### src/rtl/burst_addr_pkg.sv
`timescale 1ns/1ps
package burst_addr_pkg;

    typedef enum logic [1:0] {
        BK_FIXED = 2'd0,
        BK_INCR  = 2'd1,
        BK_WRAP  = 2'd2,
        BK_RSVD  = 2'd3
    } burst_kind_e;

    typedef struct packed {
        burst_kind_e kind;
        logic [7:0]  len;
        logic [2:0]  size;
    } burst_cfg_t;

    // Wrapping bursts accept only power-of-two beat counts 2..16.
    function automatic logic wrap_len_ok(input logic [7:0] len);
        return (len == 8'd1) || (len == 8'd3) || (len == 8'd7) || (len == 8'd15);
    endfunction

    function automatic logic req_legal(input burst_cfg_t cfg,
                                       input logic [7:0] addr_low,
                                       input int unsigned size_max);
        logic [7:0] size_ones;
        size_ones = (8'd1 << cfg.size) - 8'd1;
        if (cfg.kind == BK_RSVD) return 1'b0;
        if (int'(cfg.size) > int'(size_max)) return 1'b0;
        if (cfg.kind == BK_WRAP) begin
            if (!wrap_len_ok(cfg.len)) return 1'b0;
            if ((addr_low & size_ones) != 8'd0) return 1'b0;
        end
        return 1'b1;
    endfunction

endpackage

### src/rtl/burst_beat_ctl.sv
`timescale 1ns/1ps
module burst_beat_ctl #(
    parameter int LEN_W = 8
) (
    input  logic             clk,
    input  logic             rst,
    input  logic             load,
    input  logic             legal,
    input  logic             advance,
    input  logic [LEN_W-1:0] len,
    output logic             busy,
    output logic             last_beat,
    output logic             done,
    output logic             step
);
    logic [LEN_W-1:0] idx_q;

    assign last_beat = busy && (idx_q == len);
    assign step      = advance && busy && !last_beat && !load;

    always_ff @(posedge clk) begin
        if (rst) begin
            busy  <= 1'b0;
            idx_q <= '0;
            done  <= 1'b0;
        end else begin
            done <= 1'b0;
            if (load) begin
                busy  <= legal;
                idx_q <= '0;
            end else if (advance && busy) begin
                if (last_beat) begin
                    busy <= 1'b0;
                    done <= 1'b1;
                end else begin
                    idx_q <= idx_q + 1'b1;
                end
            end
        end
    end

    assert_done_after_last_R7: assert property (@(posedge clk) disable iff (rst)
        (advance && last_beat && !load) |=> (done && !busy));

    assert_idx_in_range_R7: assert property (@(posedge clk) disable iff (rst)
        busy |-> (idx_q <= len));

    assert_idle_no_done_R9: assert property (@(posedge clk) disable iff (rst)
        (!busy && !load) |=> !done);

endmodule

### src/rtl/burst_next_addr.sv
`timescale 1ns/1ps
module burst_next_addr
    import burst_addr_pkg::*;
#(
    parameter int ADDR_W = 32
) (
    input  logic [ADDR_W-1:0] cur_addr,
    input  burst_kind_e       kind,
    input  logic [2:0]        size,
    input  logic [ADDR_W-1:0] wrap_mask,
    output logic [ADDR_W-1:0] next_addr
);
    logic [ADDR_W-1:0] nbytes;
    logic [ADDR_W-1:0] aligned;
    logic [ADDR_W-1:0] bumped;

    always_comb begin
        nbytes  = ADDR_W'(1) << size;
        aligned = cur_addr & ~(nbytes - ADDR_W'(1));
        bumped  = aligned + nbytes;
        unique case (kind)
            BK_FIXED: next_addr = cur_addr;
            BK_INCR:  next_addr = bumped;
            BK_WRAP:  next_addr = (cur_addr & ~wrap_mask) | (bumped & wrap_mask);
            default:  next_addr = cur_addr;
        endcase
    end
endmodule

### src/rtl/burst_lane_mask.sv
`timescale 1ns/1ps
module burst_lane_mask #(
    parameter int BUS_BYTES = 8
) (
    input  logic                         en,
    input  logic [$clog2(BUS_BYTES)-1:0] offset,
    input  logic [2:0]                   size,
    output logic [BUS_BYTES-1:0]         mask
);
    localparam int LANE_AW = $clog2(BUS_BYTES);

    logic [LANE_AW:0] nbytes;
    logic [LANE_AW:0] blk_lo;
    logic [LANE_AW:0] blk_hi;

    always_comb begin
        nbytes = (LANE_AW+1)'(1) << size;
        blk_lo = {1'b0, offset} & ~(nbytes - (LANE_AW+1)'(1));
        blk_hi = blk_lo + nbytes;
    end

    for (genvar i = 0; i < BUS_BYTES; i++) begin : g_lane
        assign mask[i] = en && ((LANE_AW+1)'(i) >= {1'b0, offset})
                            && ((LANE_AW+1)'(i) <  blk_hi);
    end
endmodule

### src/rtl/burst_addr_gen.sv
`timescale 1ns/1ps
module burst_addr_gen
    import burst_addr_pkg::*;
#(
    parameter int ADDR_W    = 32,
    parameter int BUS_BYTES = 8
) (
    input  logic                 clk,
    input  logic                 rst,
    input  logic                 load,
    input  logic [ADDR_W-1:0]    start_addr,
    input  logic [7:0]           burst_len,
    input  logic [2:0]           beat_size,
    input  logic [1:0]           burst_kind,
    input  logic                 advance,
    output logic [ADDR_W-1:0]    beat_addr,
    output logic [BUS_BYTES-1:0] lane_mask,
    output logic                 busy,
    output logic                 last_beat,
    output logic                 done,
    output logic                 bad_req
);
    localparam int SIZE_MAX = $clog2(BUS_BYTES);
    localparam int LANE_AW  = $clog2(BUS_BYTES);

    burst_cfg_t        req_cfg;
    burst_cfg_t        cfg_q;
    logic              legal;
    logic              step;
    logic [ADDR_W-1:0] addr_q;
    logic [ADDR_W-1:0] wmask_q;
    logic [ADDR_W-1:0] addr_nxt;

    always_comb begin
        req_cfg.kind = burst_kind_e'(burst_kind);
        req_cfg.len  = burst_len;
        req_cfg.size = beat_size;
        legal        = req_legal(req_cfg, start_addr[7:0], SIZE_MAX);
    end

    burst_beat_ctl #(.LEN_W(8)) ctl_i (
        .clk       (clk),
        .rst       (rst),
        .load      (load),
        .legal     (legal),
        .advance   (advance),
        .len       (cfg_q.len),
        .busy      (busy),
        .last_beat (last_beat),
        .done      (done),
        .step      (step)
    );

    burst_next_addr #(.ADDR_W(ADDR_W)) nxt_i (
        .cur_addr  (addr_q),
        .kind      (cfg_q.kind),
        .size      (cfg_q.size),
        .wrap_mask (wmask_q),
        .next_addr (addr_nxt)
    );

    burst_lane_mask #(.BUS_BYTES(BUS_BYTES)) lane_i (
        .en     (busy),
        .offset (addr_q[LANE_AW-1:0]),
        .size   (cfg_q.size),
        .mask   (lane_mask)
    );

    always_ff @(posedge clk) begin
        if (rst) begin
            cfg_q   <= '{kind: BK_FIXED, len: 8'd0, size: 3'd0};
            addr_q  <= '0;
            wmask_q <= '0;
            bad_req <= 1'b0;
        end else if (load) begin
            bad_req <= !legal;
            if (legal) begin
                cfg_q   <= req_cfg;
                addr_q  <= start_addr;
                wmask_q <= ((ADDR_W'(burst_len) + ADDR_W'(1)) << beat_size) - ADDR_W'(1);
            end
        end else if (step) begin
            addr_q <= addr_nxt;
        end
    end

    assign beat_addr = addr_q;

    assert_load_start_R2: assert property (@(posedge clk) disable iff (rst)
        (load && legal) |=> (busy && beat_addr == $past(start_addr)));

    assert_fixed_hold_R4: assert property (@(posedge clk) disable iff (rst)
        (step && cfg_q.kind == BK_FIXED) |=> $stable(beat_addr));

    assert_wrap_window_R5: assert property (@(posedge clk) disable iff (rst)
        (step && cfg_q.kind == BK_WRAP) |=>
            ((beat_addr & ~wmask_q) == ($past(beat_addr) & ~wmask_q)));

    assert_mask_busy_R6: assert property (@(posedge clk) disable iff (rst)
        busy == (lane_mask != '0));

    assert_refused_idle_R8: assert property (@(posedge clk) disable iff (rst)
        (load && !legal) |=> (bad_req && !busy));

endmodule

### config.mk
export PLATFORM = sky130hd
export DESIGN_NAME = burst_addr_gen
export DESIGN_NICKNAME = d
export VERILOG_FILES = /design/src/rtl/burst_addr_pkg.sv /design/src/rtl/burst_beat_ctl.sv /design/src/rtl/burst_next_addr.sv /design/src/rtl/burst_lane_mask.sv /design/src/rtl/burst_addr_gen.sv
export SDC_FILE = /design/constraint.sdc
export NUM_CORES = 1
export LEC_CHECK = 0
export BUFFER_PORTS_ARGS = -buffer_cell sky130_fd_sc_hd__buf_2
export CAP_MARGIN = 40
export CORE_UTILIZATION = 25
export CTS_CLUSTER_SIZE = 30
export DETAILED_ROUTE_END_ITERATION = 6
export PLACE_DENSITY = 0.46
export REMOVE_ABC_BUFFERS = 1
export SLEW_MARGIN = 20
export SYNTH_ARGS = -nofsm -noshare
export SYNTH_HDL_FRONTEND = slang
export SYNTH_SLANG_ARGS = --single-unit
### constraint.sdc
create_clock -name clk -period 2.8 [get_ports clk]
set_input_delay 0.28 -clock clk [delete_from_list [all_inputs] [get_ports clk]]
set_output_delay 0.28 -clock clk [all_outputs]
set_load 0.01 [all_outputs]
==> run metrics, run 1 <==
count leader, synth nor2_1; total track usage 18.7%; Die ar. 0.0273 mm^2; mean area per synthesized cell 7.64 um^2; Detailed Route WL 25100 um; area grow syn2layout 39.7%; Slew Limit Fails 0; Critical Path AT 3.12 ns; initial antenna violation count 1; CP max stage delay 0.37 ns; critical path class flip-flop to flip-flop; H-tree Lvls 3; Clock Tree Root clkbuf_16; TritonCTS Buffers 9; Yosys top cell area share 26.2%; worst skew pair latency 0.35 ns; Antenna diodes 0; I/O pins 93; sequential share of the synthesized area 26.2%; worst path bufs/invs 4; placed inst area 0.00827 mm^2; Worst Path Required 3.08 ns; port bufs 92; global route overflow 0; placed cells 1361; crit end category flip-flop; detailed-route DRC error count 0; post-route antenna net violation count 0; hold_sp start_addr[20]; layout cells sized above 1 33.7%; Worst Hold Class input port to flip-flop; Leakage Power 3.90 nW; crit-path leading delay family compound AO/OA/AOI/OAI gates; async set-or-reset flop fraction in the synthesized netlist 0%; DR vias/cell 5.22; largest net degree at the start of global routing 40; CP max stage cell dfxtp_4; CP max FO 5; Final Cell Area 0.00930 mm^2; Syn Std Cell Area 0.00666 mm^2; worst slew pin tran 0.564 ns; slew margin rel. 62.0%; number of synthesized flops with an enable pin 0; critical path's most frequent cell buf_4; Worst Reg-to-Reg Cells 12; DR vias 7321; clock-pin slew on the worst setup and hold paths 0.07 ns; Syn Inst Count 872; Area contributors post-synth dfxtp_1 26%, nor2_1 5.7%, nand2_1 4.2%; worst setup margin -0.0420 ns; failing checks setup timing; clock skew 0.0119 ns; Yosys reg bits 87; Hold Vio Cnt, Final 0; TritonCTS clock tree done; Post-synth top cells 101 x nor2_1, 87 x dfxtp_1, 75 x nand2_1, 51 x a21oi_1, 43 x o21ai_0; Die X 165 um; 1st-iter DRT viols 528; Final Setup Violations 6; pwr/cell area 346 mW/mm^2; routability congestion estimate 0.845; Ys Warns 0; fin nets 1128; max cap viols 0; hold depth 3; crit-path cells nor3_4 > inv_2 > ha_4 > buf_4 > a41oi_2 > buf_4 > o21a_1 > o211a_4 > nor4b_4 > buf_4 > mux2_4 > a211oi_2; area leader, netlist dfxtp_1; Synth cell types 89; initial core utilization 25.6%; WL/cell 17.9 um; die height 165 um; Synth Flop Type dfxtp_1; DRT Pass-1 Iters 5; RSZ-0062 raised after global routing true; Post-DP HPWL 18500 um; first-pass GRT wire length 39500 um; minimum clock period 2.84 ns; Peak VDD IR 0.000268 V; Final Util 35.7%; Core Region 0.0261 mm^2; Non-Filler Instances 1403; r2r startpoint cfg_q[0]; vias in the first global route 7031; outcome finished with violations; worst reg2reg setup slack -0.04 ns; CP Launch Type flip-flop; row count 59; CTS max path bufs 2; f_max 352 MHz; Hold-fix buffers, CTS 0; # clock sinks 87; ratio of final minimum period to clock period 101%
where the power goes:
part | internal (mW) | switching [mW] | total (mW)
clock network | 0.585 | 0.524 | 1.11
registers | 1.27 | 0.0428 | 1.32
logic | 0.346 | 0.450 | 0.796
worst max path at each step:
stage | startpoint | to | slack, ns | cells past startpoint
after floorplan | beat_size[0] | flip-flop | -0.63 | 9
after global placement | cfg_q[2] | flip-flop | -0.30 | 12
after detailed placement | beat_size[0] | flip-flop | -0.31 | 11
after CTS | cfg_q[2] | lane_mask[4] | -0.11 | 10
after global routing | cfg_q[0] | flip-flop | -0.14 | 13
final | cfg_q[0] | flip-flop | -0.04 | 12
layout by cell type, fill, tap and decap left out, types with 11 or more instances in the layout:
| cell | synthesis | routed |
|---|---|---|
| inv_1 | 18 | 17 |
| xnor2_1 | 19 | 17 |
| buf_2 | 22 | 92 |
| a21o_1 | 18 | 18 |
| buf_4 | 2 | 139 |
| and2_1 | 17 | 16 |
| xor2_1 | 18 | 16 |
| nand4_1 | 17 | 17 |
| dfxtp_1 | 87 | 84 |
| and3_1 | 18 | 16 |
| nor3_1 | 33 | 25 |
| nor2b_1 | 13 | 12 |
| nor2_1 | 101 | 96 |
| nand3_1 | 22 | 22 |
| buf_6 | 3 | 13 |
| or3_1 | 19 | 17 |
| o21ai_0 | 43 | 40 |
| nand2_1 | 75 | 74 |
| o211ai_1 | 20 | 20 |
| a211oi_1 | 13 | 11 |
| a21oi_1 | 51 | 49 |
layout make-up:
cell class / instances / area [um^2]
inverter: 19 / 71.3
fill: 2774 / 16800
tap: 335 / 419
clock buffer: 9 / 225
timing repair buffer: 253 / 1830
sequential: 87 / 1750
multi-input combinational: 697 / 4980
clock inverter: 3 / 23.8
repair_timing:
action                                  in CTS  in global routing
gates cloned                                 1                  1
pin swaps                                   14                 39
endpoints found under the setup margin      28                 33
gates resized for setup                     46                 56
setup buffers                               11                 19
kinds of logic (layout without fill, tap and decap cells):
family,Yosys count,after routing,share of synthesized area [%]
and+or+nand+nor,371,371,29.0
AOI/OAI and AO/OA,267,267,30.2
buffers and inverters,88,284,5.82
DFF,87,87,26.2
xor gates and xnor gates,38,38,5.11
adders and majority gates,12,12,2.25
muxes,9,9,1.41
worst min-delay path, cell delays in order:
cell,delay (ns)
buf_2,0.09
nand4_1,0.08
nand3_1,0.08
metrics by stage:
stage               worst slack, ns  total power [mW]  TNS [ns]  hold slack, ns
finish                      -0.0420              3.22    -0.184           0.198
global route                 -0.136              3.38     -1.31           0.200
CTS                          -0.113              3.22    -0.491           0.188
detailed placement           -0.313              2.08     -9.05           0.436
global placement             -0.302              2.08     -7.08           0.430
floorplan                    -0.630              1.70    -22.09           0.349
per-layer routing:
metal	wire, um	GRT usage [%]
met1	11900	25.8
met2	11800	30.3
met3	1090	2.65
met4	260	4.34
met5	13	0
No activity file was read; power rests on OpenSTA's default activity.
==> inputs of run 2 (changes only) <==
- CTS_BUF_LIST: not set -> sky130_fd_sc_hd__clkbuf_4 sky130_fd_sc_hd__clkbuf_8
==> run 2 against run 1 <==
Effect of this change:
- the run still ends with setup timing left
- cell area shrank 2.3%
- count of clock-buffer cells in the layout unchanged
- global-route usage about the same
- worst setup slack worse by 0.10 ns
- largest power group unchanged
==> run metrics, run 2 (synthesized netlist as in run 1, its figures left out) <==
Peak VDD IR 0.000195 V; WL/cell 18.0 um; pwr/cell area 319 mW/mm^2; port bufs 92; Slew Limit Fails 0; WP depth 10; Min Hold Slack 0.157 ns; Hold Vio Cnt, Final 0; detailed-route DRC error count 0; Final Util 34.9%; Final Power 2.90 mW; Final Setup Violations 13; area grow syn2layout 36.4%; critical path's most frequent cell nor3_4; Critical Path AT 2.66 ns; H-tree Lvls 3; max cap viols 0; worst reg2reg setup slack -0.03 ns; hold depth 3; CP max stage delay 0.44 ns; initial antenna violation count 1; Worst Reg-to-Reg Cells 15; die height 165 um; DR vias 7340; TritonCTS clock tree done; row count 59; layout cells sized above 1 32.3%; routability congestion estimate 0.845; post-route setup TNS -0.764 ns; Detailed Route WL 25100 um; outcome finished with violations; Non-Filler Instances 1393; minimum clock period 2.94 ns; 1st-iter DRT viols 493; worst setup margin -0.144 ns; crit-path cells nor3_4 > inv_2 > ha_4 > mux2_4 > o2111a_1 > or3_4 > buf_4 > nor3_4 > a2111oi_1 > buf_2; r2r startpoint cfg_q[2]; Die ar. 0.0273 mm^2; CP max FO 5; placed cells 1361; worst path bufs/invs 3; fin nets 1118; f_max 340 MHz; Worst Hold Class input port to flip-flop; clock-pin slew on the worst setup and hold paths 0.10 ns; TritonCTS Buffers 9; total track usage 18.6%; post-route antenna net violation count 0; DRT Pass-1 Iters 5; CP Launch Type flip-flop; first-pass GRT wire length 39400 um; Clock Tree Root clkbuf_8; Post-DP HPWL 18500 um; most frequent cells in the layout 130 x buf_4, 96 x nor2_1, 91 x buf_2; Die X 165 um; global route overflow 0; Antenna diodes 0; CTS max path bufs 2; vias in the first global route 7049; clock skew 0.0179 ns; crit-path leading delay family simple AND/OR/NAND/NOR gates; critical path class flip-flop to output pin; I/O pins 93; DR vias/cell 5.27; Core Region 0.0261 mm^2; hold_sp start_addr[24]; CP max stage cell or3_4; largest net degree at the start of global routing 40; commonest non-fill, non-tap cell in the layout buf_4; initial core utilization 25.6%; # clock sinks 87; worst skew pair latency 0.39 ns; slew margin rel. 63.3%; worst slew pin tran 0.546 ns; failing checks setup timing; crit end category output pin; Leakage Power 3.81 nW; RSZ-0062 raised after global routing true; Worst Path Required 2.52 ns; ratio of final minimum period to clock period 105%
-- run 2: cell types whose count changed in the layout (fill, tap and decap cells not counted), moves of 2 or more --
cell,delta
buf_4,-9
clkbuf_16,-9
clkbuf_8,+9
nor3_1,+2
nor3_2,-2
o2111ai_2,+2
o21ai_1,+2
-- run 2: report_power, final --
part | switching [mW] | internal [mW]
combinational | 0.444 | 0.340
clock | 0.492 | 0.306
sequential | 0.0425 | 1.27
total | 0.978 | 1.92
-- run 2: worst reg2reg max path, delay by kind of cell, from the launching register on --
kind	cells	cell delay (ns)
flip-flops	1	0.38
buffers and inverters	5	0.72
AO/OA/AOI/OAI	2	0.22
adder cells (fa/ha/maj)	2	0.49
AND/OR/NAND/NOR	5	0.71
XOR/XNOR	1	0.20
-- run 2: stage by stage --
step / instance area, um^2 / worst slack (ns)
after floorplan: 6340 / -0.630
after global placement: 8270 / -0.302
after detailed placement: 8270 / -0.313
after CTS: 8780 / -0.154
after global routing: 9080 / -0.243
final: 9080 / -0.144
-- run 2: timing repair --
| item | CTS | global route |
|---|---|---|
| gates resized for setup | 56 | 37 |
| pin swaps | 14 | 36 |
| setup buffers | 10 | 10 |
| hold endpoints to repair | 0 | 0 |
| setup endpoints to repair | 28 | 32 |
| cloned | 0 | 1 |
| hold buffers | 0 | 0 |
-- run 2: worst max-delay path by stage --
| stage | start | end | slack, ns |
|---|---|---|---|
| after CTS | cfg_q[2] | lane_mask[4] | -0.15 |
| after floorplan | beat_size[0] | flip-flop | -0.63 |
| after global routing | cfg_q[1] | lane_mask[0] | -0.24 |
| final | cfg_q[0] | lane_mask[0] | -0.14 |
| after global placement | cfg_q[2] | flip-flop | -0.30 |
| after detailed placement | beat_size[0] | flip-flop | -0.31 |
-- run 2: area by class of cell --
class / count / area (um^2)
fillers: 2810 / 17000
multi-input cells: 697 / 4930
repair buffers: 243 / 1770
flip-flops and latches: 87 / 1750
well taps: 335 / 419
clock buffers: 9 / 124
inverters: 19 / 71.3
clock inverters: 3 / 23.8
-- run 2: metal layers --
metal	routed length, um	vias to the layer above	track usage [%]	share of wire, %
met2	11700	162	30.1	47
met5	13	-	0	0.052
li1	-	3622	-	-
met4	370	2	4.88	1.5
met3	1040	27	2.57	4.1
met1	11900	3527	25.8	48
